**config.mk**
```make
export PLATFORM = sky130hd
export DESIGN_NAME = gf_polymul
export DESIGN_NICKNAME = d
export VERILOG_FILES = /design/src/rtl/gfm_pkg.sv /design/src/rtl/gfm_clmul.sv /design/src/rtl/gfm_reduce.sv /design/src/rtl/gf_polymul.sv
export SDC_FILE = /design/constraint.sdc
export NUM_CORES = 1
export LEC_CHECK = 0
export BUFFER_PORTS_ARGS = -buffer_cell sky130_fd_sc_hd__buf_4
export CAP_MARGIN = 25
export CORE_MARGIN = 3
export CORE_UTILIZATION = 55
export CTS_BUF_LIST = sky130_fd_sc_hd__clkbuf_8
export DETAILED_ROUTE_END_ITERATION = 12
export MAX_ROUTING_LAYER = met4
export PLACE_DENSITY = 0.87
export SYNTH_ARGS = -nofsm -noshare
export SYNTH_HDL_FRONTEND = slang
export SYNTH_HIERARCHICAL = 1
export SYNTH_SLANG_ARGS = --single-unit
```
**constraint.sdc**
```tcl
create_clock -name clk_i -period 1 [get_ports clk_i]
set_clock_uncertainty 0.2 [all_clocks]
set_input_delay 0.05 -clock clk_i [delete_from_list [all_inputs] [get_ports clk_i]]
set_output_delay 0.05 -clock clk_i [all_outputs]
set_load 0.03 [all_outputs]
```
**src/rtl/gfm_pkg.sv**
```systemverilog
package gfm_pkg;
  localparam int unsigned GF_W  = 8;
  localparam int unsigned GF_PW = 2 * GF_W - 1;
endpackage

```
**src/rtl/gfm_clmul.sv**
```systemverilog
module gfm_clmul #(
  parameter int unsigned W  = gfm_pkg::GF_W,
  localparam int unsigned PW = 2 * W - 1
) (
  input  logic [W-1:0]  a_i,
  input  logic [W-1:0]  b_i,
  output logic [PW-1:0] clmul_o
);
  logic [PW-1:0] acc [W+1];
  assign acc[0] = '0;

  for (genvar j = 0; j < W; j++) begin : g_pp
    logic [PW-1:0] pp;
    assign pp       = ({{(W-1){1'b0}}, a_i} << j) & {PW{b_i[j]}};
    assign acc[j+1] = acc[j] ^ pp;
  end

  assign clmul_o = acc[W];

  always_comb begin
    if (b_i == W'(1))
      AST_UNIT_OPERAND: assert (clmul_o == {{(W-1){1'b0}}, a_i});
    if (a_i == '0 || b_i == '0)
      AST_ZERO_OPERAND: assert (clmul_o == '0);
  end
endmodule

```
**src/rtl/gfm_reduce.sv**
```systemverilog
module gfm_reduce #(
  parameter int unsigned W  = gfm_pkg::GF_W,
  localparam int unsigned PW = 2 * W - 1,
  localparam int unsigned NL = W - 1
) (
  input  logic [PW-1:0] wide_i,
  input  logic [W-1:0]  poly_i,
  output logic [W-1:0]  red_o
);
  logic [PW-1:0] lvl [NL+1];
  logic [PW-1:0] poly_full;

  // x^8 term implied, padded to product width
  assign poly_full = {{(PW-W-1){1'b0}}, 1'b1, poly_i};
  assign lvl[0]    = wide_i;

  // one layer per high bit, top bit first
  for (genvar i = 0; i < NL; i++) begin : g_fold
    localparam int unsigned K = PW - 1 - i;
    logic [PW-1:0] term;
    assign term     = (poly_full << (K - W)) & {PW{lvl[i][K]}};
    assign lvl[i+1] = lvl[i] ^ term;
  end

  assign red_o = lvl[NL][W-1:0];

  always_comb begin
    AST_HIGH_CLEARED: assert (lvl[NL][PW-1:W] == '0);
    if (wide_i[PW-1:W] == '0)
      AST_NO_FOLD_PASS: assert (red_o == wide_i[W-1:0]);
  end
endmodule

```
**src/rtl/gf_polymul.sv**
```systemverilog
module gf_polymul #(
  parameter int unsigned W  = gfm_pkg::GF_W,
  localparam int unsigned PW = 2 * W - 1
) (
  input  logic         clk_i,
  input  logic         rst_ni,
  input  logic         req_valid_i,
  input  logic [W-1:0] op_a_i,
  input  logic [W-1:0] op_b_i,
  input  logic [W-1:0] poly_i,
  output logic         res_valid_o,
  output logic [W-1:0] res_o
);
  logic [PW-1:0] wide;
  logic [W-1:0]  red;
  logic          vld_q;
  logic [W-1:0]  res_q;

  gfm_clmul #(.W(W)) i_clmul (
    .a_i     (op_a_i),
    .b_i     (op_b_i),
    .clmul_o (wide)
  );

  gfm_reduce #(.W(W)) i_reduce (
    .wide_i (wide),
    .poly_i (poly_i),
    .red_o  (red)
  );

  always_ff @(posedge clk_i or negedge rst_ni) begin
    if (!rst_ni) begin
      vld_q <= 1'b0;
      res_q <= '0;
    end else begin
      vld_q <= req_valid_i;
      if (req_valid_i) res_q <= red;
    end
  end

  assign res_valid_o = vld_q;
  assign res_o       = res_q;

  AST_VALID_ONE_CYCLE: assert property (@(posedge clk_i) disable iff (!rst_ni)
    req_valid_i |=> res_valid_o);
  AST_VALID_NO_SPURIOUS: assert property (@(posedge clk_i) disable iff (!rst_ni)
    !req_valid_i |=> !res_valid_o);
  AST_HOLD_IDLE: assert property (@(posedge clk_i) disable iff (!rst_ni)
    !req_valid_i |=> $stable(res_o));
  AST_ZERO_RESULT: assert property (@(posedge clk_i) disable iff (!rst_ni)
    (req_valid_i && (op_a_i == '0 || op_b_i == '0)) |=> (res_o == '0));
endmodule

```
Word-level counts from Yosys, hierarchy flattened:

Cells that the tools add are included.
Widths: inputs -> output; s select.

* input port bits: 27
* flip-flop bits (word level): 9
* word-level logic and storage cells: 31
* output and inout bits: 9

* bitwise logic cells: 29

Operator list (number)
* $xor 15x15->15: 7
* $and 10x15->15: 1
* $and 11x15->15: 1
* $and 12x15->15: 1
* $and 13x15->15: 1
* $and 14x15->15: 1
* $and 15x15->15: 1
* $and 8x15->15: 1
* $and 9x15->15: 1
* $and 14x14->14: 1
* $xor 14x14->14: 1
* $and 13x13->13: 1
* $xor 13x13->13: 1
* $and 12x12->12: 1
* $xor 12x12->12: 1
* $and 11x11->11: 1
* $xor 11x11->11: 1
* $and 10x10->10: 1
* $xor 10x10->10: 1
* $and 9x9->9: 1
* $xor 9x9->9: 1
* $and 8x8->8: 1
* $xor 8x8->8: 1

Longest topological paths before layout:

* depth after elaboration: 22
* mapped depth: 16
* depth with buffers taken out: 14

Modules after synthesis:

The synthesis kept the hierarchy.

Modules (own cells, without submodules)
* gfm_reduce: instances 1, area an instance 1542.7 sq um, cells an instance 220
* gfm_clmul: instances 1, area an instance 748.2 sq um, cells an instance 126
* gf_polymul: instances 1, area an instance 356.6 sq um, cells an instance 18

Least setup slack after synthesis:

No wires, ideal clock.

* kind: input-to-reg
* from: input op_a_i[6]
* to: register res_q[2], in the netlist res_o[2]
* path buffers: 2
* path slack: -2.202 ns
* setup time: 0.125 ns
* data required time: 0.675 ns
* cell stages on the path: 15
* arrival: 2.877 ns
* path through: buf_2 -> nand2_1 -> xor2_1 -> buf_4 -> nand2b_1 -> o21a_1 -> a221oi_1 -> xnor3_1 -> xor2_1 -> o22ai_1 -> a221oi_2 -> xnor2_2 -> nand2_1 -> xnor2_1 -> mux2_4

* longest elaborated chain between the ends: 15
* elaborated cells between the ends (all ways): 25
* classes of those cells: bitwise: 25

RTL lines
* start, declared: RTL line gf_polymul.sv:8 `input logic [W-1:0] op_a_i,`
* $and 15x15->15 *: RTL line gfm_clmul.sv:14 `assign pp = ({{(W-1){1'b0}}, a_i} << j) & {PW{b_i[j]}};`
* $xor 15x15->15 *: RTL line gfm_clmul.sv:15 `assign acc[j+1] = acc[j] ^ pp;`
* net wide[13]: RTL line gf_polymul.sv:14 `logic [PW-1:0] wide;`
* $xor 14x14->14 *: RTL line gfm_reduce.sv:22 `assign lvl[i+1] = lvl[i] ^ term;`
* $and 13x13->13 *: RTL line gfm_reduce.sv:21 `assign term = (poly_full << (K - W)) & {PW{lvl[i][K]}};`
* $xor 13x13->13 *: RTL line gfm_reduce.sv:22
* $and 12x12->12: RTL line gfm_reduce.sv:21
* $xor 12x12->12 *: RTL line gfm_reduce.sv:22
* $and 11x11->11: RTL line gfm_reduce.sv:21
* $xor 11x11->11 *: RTL line gfm_reduce.sv:22
* $and 10x10->10: RTL line gfm_reduce.sv:21
* $xor 10x10->10 *: RTL line gfm_reduce.sv:22
* $and 9x9->9: RTL line gfm_reduce.sv:21
* $xor 9x9->9 *: RTL line gfm_reduce.sv:22
* $and 8x8->8: RTL line gfm_reduce.sv:21
* $xor 8x8->8 *: RTL line gfm_reduce.sv:22
* net red[2]: RTL line gf_polymul.sv:15 `logic [W-1:0] red;`
* end signal, assigned: RTL line gf_polymul.sv:37 `if (req_valid_i) res_q <= red;`
* end, declared: RTL line gf_polymul.sv:17 `logic [W-1:0] res_q;`

The timed path passes the listed nets; every way through them passes the cells marked *.
A chain may end at the register's enable or synchronous reset.

Worst setup path after layout:

* from: input op_a_i[7]
* to: register res_q[4], in the netlist res_o[4]

* longest elaborated chain between the ends: 16
* elaborated cells between the ends (all ways): 28
* classes of those cells: bitwise: 28

RTL lines (RTL line)
* $and 14x15->15 *: gfm_clmul.sv:14
* $xor 15x15->15 * (2 in series): gfm_clmul.sv:15
* net wide[13]: gf_polymul.sv:14
* $xor 14x14->14 *: gfm_reduce.sv:22
* $and 13x13->13 *: gfm_reduce.sv:21
* $xor 13x13->13 *: gfm_reduce.sv:22
* $and 12x12->12: gfm_reduce.sv:21
* $xor 12x12->12 *: gfm_reduce.sv:22
* $and 11x11->11: gfm_reduce.sv:21
* $xor 11x11->11 *: gfm_reduce.sv:22
* $and 10x10->10: gfm_reduce.sv:21
* $xor 10x10->10 *: gfm_reduce.sv:22
* $and 9x9->9: gfm_reduce.sv:21
* $xor 9x9->9 *: gfm_reduce.sv:22
* $and 8x8->8: gfm_reduce.sv:21
* $xor 8x8->8 *: gfm_reduce.sv:22
* net red[4]: gf_polymul.sv:15

Marks and branches as above.

==> results.sh <==
export IMPL_run_status="finished, violations left"
export IMPL_violations="negative setup slack"
export IMPL_timing_fmax_mhz=267
export IMPL_fill_cells=173
export IMPL_critical_r2r_launch="res_o[0]"
export IMPL_post_synth_num_cell_types=61
export IMPL_firstDrtPassIters=7
export IMPL_setup_viol=16
export IMPL_place_hpwl_um=5890
export IMPL_slowest_stage="xnor3_1"
export IMPL_rsz0062_at_grt="yes"
export IMPL_p_int_w=0.00451
export IMPL_hold_path_startpoint="req_valid_i"
export IMPL_initial_antenna_violation_count=0
export IMPL_antenna_left=0
export IMPL_syn_instance_count=364
export IMPL_critical_path_required_ns=0.91
export IMPL_synthToLayoutAreaGrowth_pct=53.0
export IMPL_crit_fanout=8
export IMPL_cts_buf_count=3
export IMPL_port_buffers=35
export IMPL_cp_slowest_stage_delay_ns=0.49
export IMPL_r2r_cells=1
export IMPL_path_common_cell="buf_4"
export IMPL_worstHoldEndpoint="res_o[0]"
export IMPL_initial_utilization_pct=58.8
export IMPL_switching_pwr_w=0.00404
export IMPL_syn_mean_instance_area_sq_um=7.27
export IMPL_critPathCaptureType="flip-flop"
export IMPL_cts_max_level=1
export IMPL_vdd_ir_drop_worst_uv=1220
export IMPL_antennaDiodeCount=0
export IMPL_clkSinkCount=9
export IMPL_worst_r2r_setup_slack_ns=-0.01
export IMPL_ys_async_sr_fraction_pct=100
export IMPL_chipHeight_um=75.4
export IMPL_cts_root_buffer_type="clkbuf_8"
export IMPL_p_sw_share_pct=47.3
export IMPL_pwr_share_comb_pct=86.9
export IMPL_power_leakage_nw=1.82
export IMPL_grt_pass1_vias=3277
export IMPL_syn_std_cell_area_sq_mm=0.00265
export IMPL_post_route_drc_count=0
export IMPL_drt_wirelength_per_cell_um=24.4
export IMPL_route_final_wire_length_um=12800
export IMPL_dr_first_iter_drc_count=522
export IMPL_vias=3609
export IMPL_power_share_clock_pct=4.8
export IMPL_synth_area_top_cells="xnor2_1 (24%), nand2_1 (14%), dfrtp_1 (8.5%), xor2_1 (6.0%), mux2_4 (4.5%)"
export IMPL_power_density_mw_per_mm2=2110
export IMPL_finalNetCount=499
export IMPL_layout_setup_ws_ns=-2.74
export IMPL_final_area_sq_mm=0.00405
export IMPL_worstSetupPathType="in2reg"
export IMPL_coreArea_sq_mm=0.00450
export IMPL_grt_max_degree=13
export IMPL_cts_tree="done"
export IMPL_share_seq_of_total_power_pct=8.4
export IMPL_critical_path_cell_chain="buf_8, nand2_4, xor2_4, buf_12, buf_4, buf_4, o21ai_0, a311oi_2, xnor3_1, o31ai_1, a221oi_1, a221oi_2, xnor2_2, buf_6, nand2_1, xnor2_1, mux2_4"
export IMPL_rows=24
export IMPL_grt_use_total_pct=38.7
export IMPL_clock_latency_at_the_later_pin_of_the_worst_skew_pair_ns=0.23
export IMPL_clock_tree_buffer_depth=2
export IMPL_maxSlewViolCount=0
export IMPL_dieWidth_um=75.4
export IMPL_num_io_pins=36
export IMPL_worstPathArrival_ns=3.66
export IMPL_placed_area_sq_mm=0.00348
export IMPL_netlist_top_cell_by_area="xnor2_1"
export IMPL_worstHoldPathCells=2
export IMPL_post_route_min_period_ns=3.74
export IMPL_gp_routability_congestion=0.950
export IMPL_synthesis_nets=391
export IMPL_yosys_warning_count=6
export IMPL_finalHoldViolations=0
export IMPL_route_detailed_vias_per_inst=6.90
export IMPL_final_min_period_over_clock_period_pct=374
export IMPL_first_pass_grt_wire_length_um=16400
export IMPL_r2r_end="res_o[0]"
export IMPL_min_path_type="in2reg"
export IMPL_synth_yosys_seq_area_share_pct=8.51
export IMPL_drv_max_cap_violation_count=0
export IMPL_share_of_post_route_cells_with_drive_strength_above_1_pct=44.6
export IMPL_slew_limit_headroom_pct=59.1
export IMPL_top_cell_type_s_share_of_synthesized_area_pct=23.8
export IMPL_worstMarginPinSlew_ns=0.598
export IMPL_grt_remaining_overflow=0
export IMPL_synth_ff_type="dfrtp_1"
export IMPL_ys_seq_elements=9
export IMPL_layout_core_utilization_pct=89.9
export IMPL_crit_path_start_kind="input port"
export IMPL_worst_setup_hold_path_clk_slew_ns=0.04
export IMPL_fp_dieArea_sq_mm=0.00568
export IMPL_number_of_synthesized_flops_with_an_enable_pin=0
## worst max-delay path: cells and delay by family
| family | cells | cell delay [ns] |
|---|---|---|
| AND/OR/NAND/NOR | 2 | 0.17 |
| XOR/XNOR | 4 | 1.07 |
| buffers and inverters | 5 | 0.68 |
| multiplexers | 1 | 0.26 |
| AO/OA/AOI/OAI | 5 | 1.42 |
## layout make-up
type | count | area [sq um] | area share, %
Inverter | 3 | 11.3 | 0.278
Clock inverter | 1 | 3.75 | 0.0927
Timing Repair Buffer | 134 | 1130 | 28.0
Clock buffer | 3 | 41.3 | 1.02
Tap cell | 52 | 65.1 | 1.61
Sequential cell | 9 | 225 | 5.56
Multi-Input combinational cell | 321 | 2570 | 63.4
## power groups by stage
stage / clock network (W) / logic [W] / registers [W]
finish: 0.000407 / 0.00743 / 0.000715
global route: 0.000431 / 0.00767 / 0.000727
CTS: 0.000409 / 0.00624 / 0.000691
detailed placement: 0 / 0.00568 / 0.000656
global placement: 0 / 0.00543 / 0.000661
floorplan: 0 / 0.00387 / 0.000979
## cells in the final DEF, fill, tap and decap left out, types with 9 or more instances in the layout
master,n
buf_4,109
nand2_1,88
xnor2_1,59
buf_6,17
xor2_1,16
xnor2_2,15
o21ai_0,15
nand2_2,12
nor2_1,11
dfrtp_1,9
## cells in the mapped netlist (all sizes together), types with 3 or more instances
| master | instances |
|---|---|
| inv | 3 |
| mux2 | 8 |
| a21boi | 3 |
| a2111oi | 3 |
| a221oi | 4 |
| buf | 24 |
| xnor2 | 76 |
| a211oi | 3 |
| o21ai | 18 |
| xnor3 | 3 |
| xor2 | 18 |
| nor2 | 12 |
| and2 | 8 |
| or3b | 3 |
| a311oi | 4 |
| a22oi | 3 |
| and3 | 3 |
| nand2 | 103 |
| dfrtp | 9 |
| nand3 | 5 |
| clkbuf | 7 |
| nor2b | 4 |
| a21oi | 9 |
## what timing repair did
item	in CTS	in global routing
hold endpoints to repair	10	0
buffers inserted	12	6
gates cloned	1	0
hold buffers	2	0
gates resized for setup	50	29
setup endpoints to repair	17	16
pin swaps	22	25
## logic make-up (layout without fill, tap and decap cells)
logic type / count (synthesis) / after routing / share of synthesized area [%]
AND/OR/NAND/NOR: 148 / 148 / 25.0
buffers and inverters: 34 / 141 / 6.52
AO/OA/AOI/OAI: 66 / 66 / 19.4
flip-flops: 9 / 9 / 8.51
XOR/XNOR: 97 / 97 / 35.3
multiplexers: 10 / 10 / 5.29
## worst max-delay path by stage
| stage | start | to | depth (start not counted) |
|---|---|---|---|
| final | op_a_i[7] | res_o[4] | 17 |
| after global routing | op_a_i[7] | res_o[3] | 17 |
| after CTS | op_a_i[6] | res_o[5] | 16 |
| after detailed placement | op_a_i[7] | res_o[1] | 16 |
| after global placement | op_a_i[7] | res_o[3] | 14 |
| after floorplan | op_a_i[6] | res_o[1] | 15 |
## layer usage
metal,global-route usage [%],vias up,share of wire (%)
met5,-,-,0
met4,20.0,0,10
met3,4.09,147,12
met2,66.1,383,45
met1,44.6,1652,33
li1,-,1427,-
## sequential cells by signal, summed over array words and instances, names as in the netlist
| register | count |
|---|---|
| res_o | 8 |
| res_valid_o | 1 |
## stage by stage
step / TNS [ns] / hold slack (ns) / setup slack (ns) / std cells / power (W)
floorplan: -16.75 / -0.446 / -2.10 / 364 / 0.00485
global placement: -18.50 / -0.327 / -2.34 / 499 / 0.00609
detailed placement: -19.33 / -0.325 / -2.43 / 499 / 0.00634
CTS: -18.04 / -0.0259 / -2.25 / 518 / 0.00734
global route: -22.38 / 0.0143 / -2.78 / 523 / 0.00883
finish: -21.93 / 0.00359 / -2.74 / 523 / 0.00855
Power figures use the tool's default switching activity.
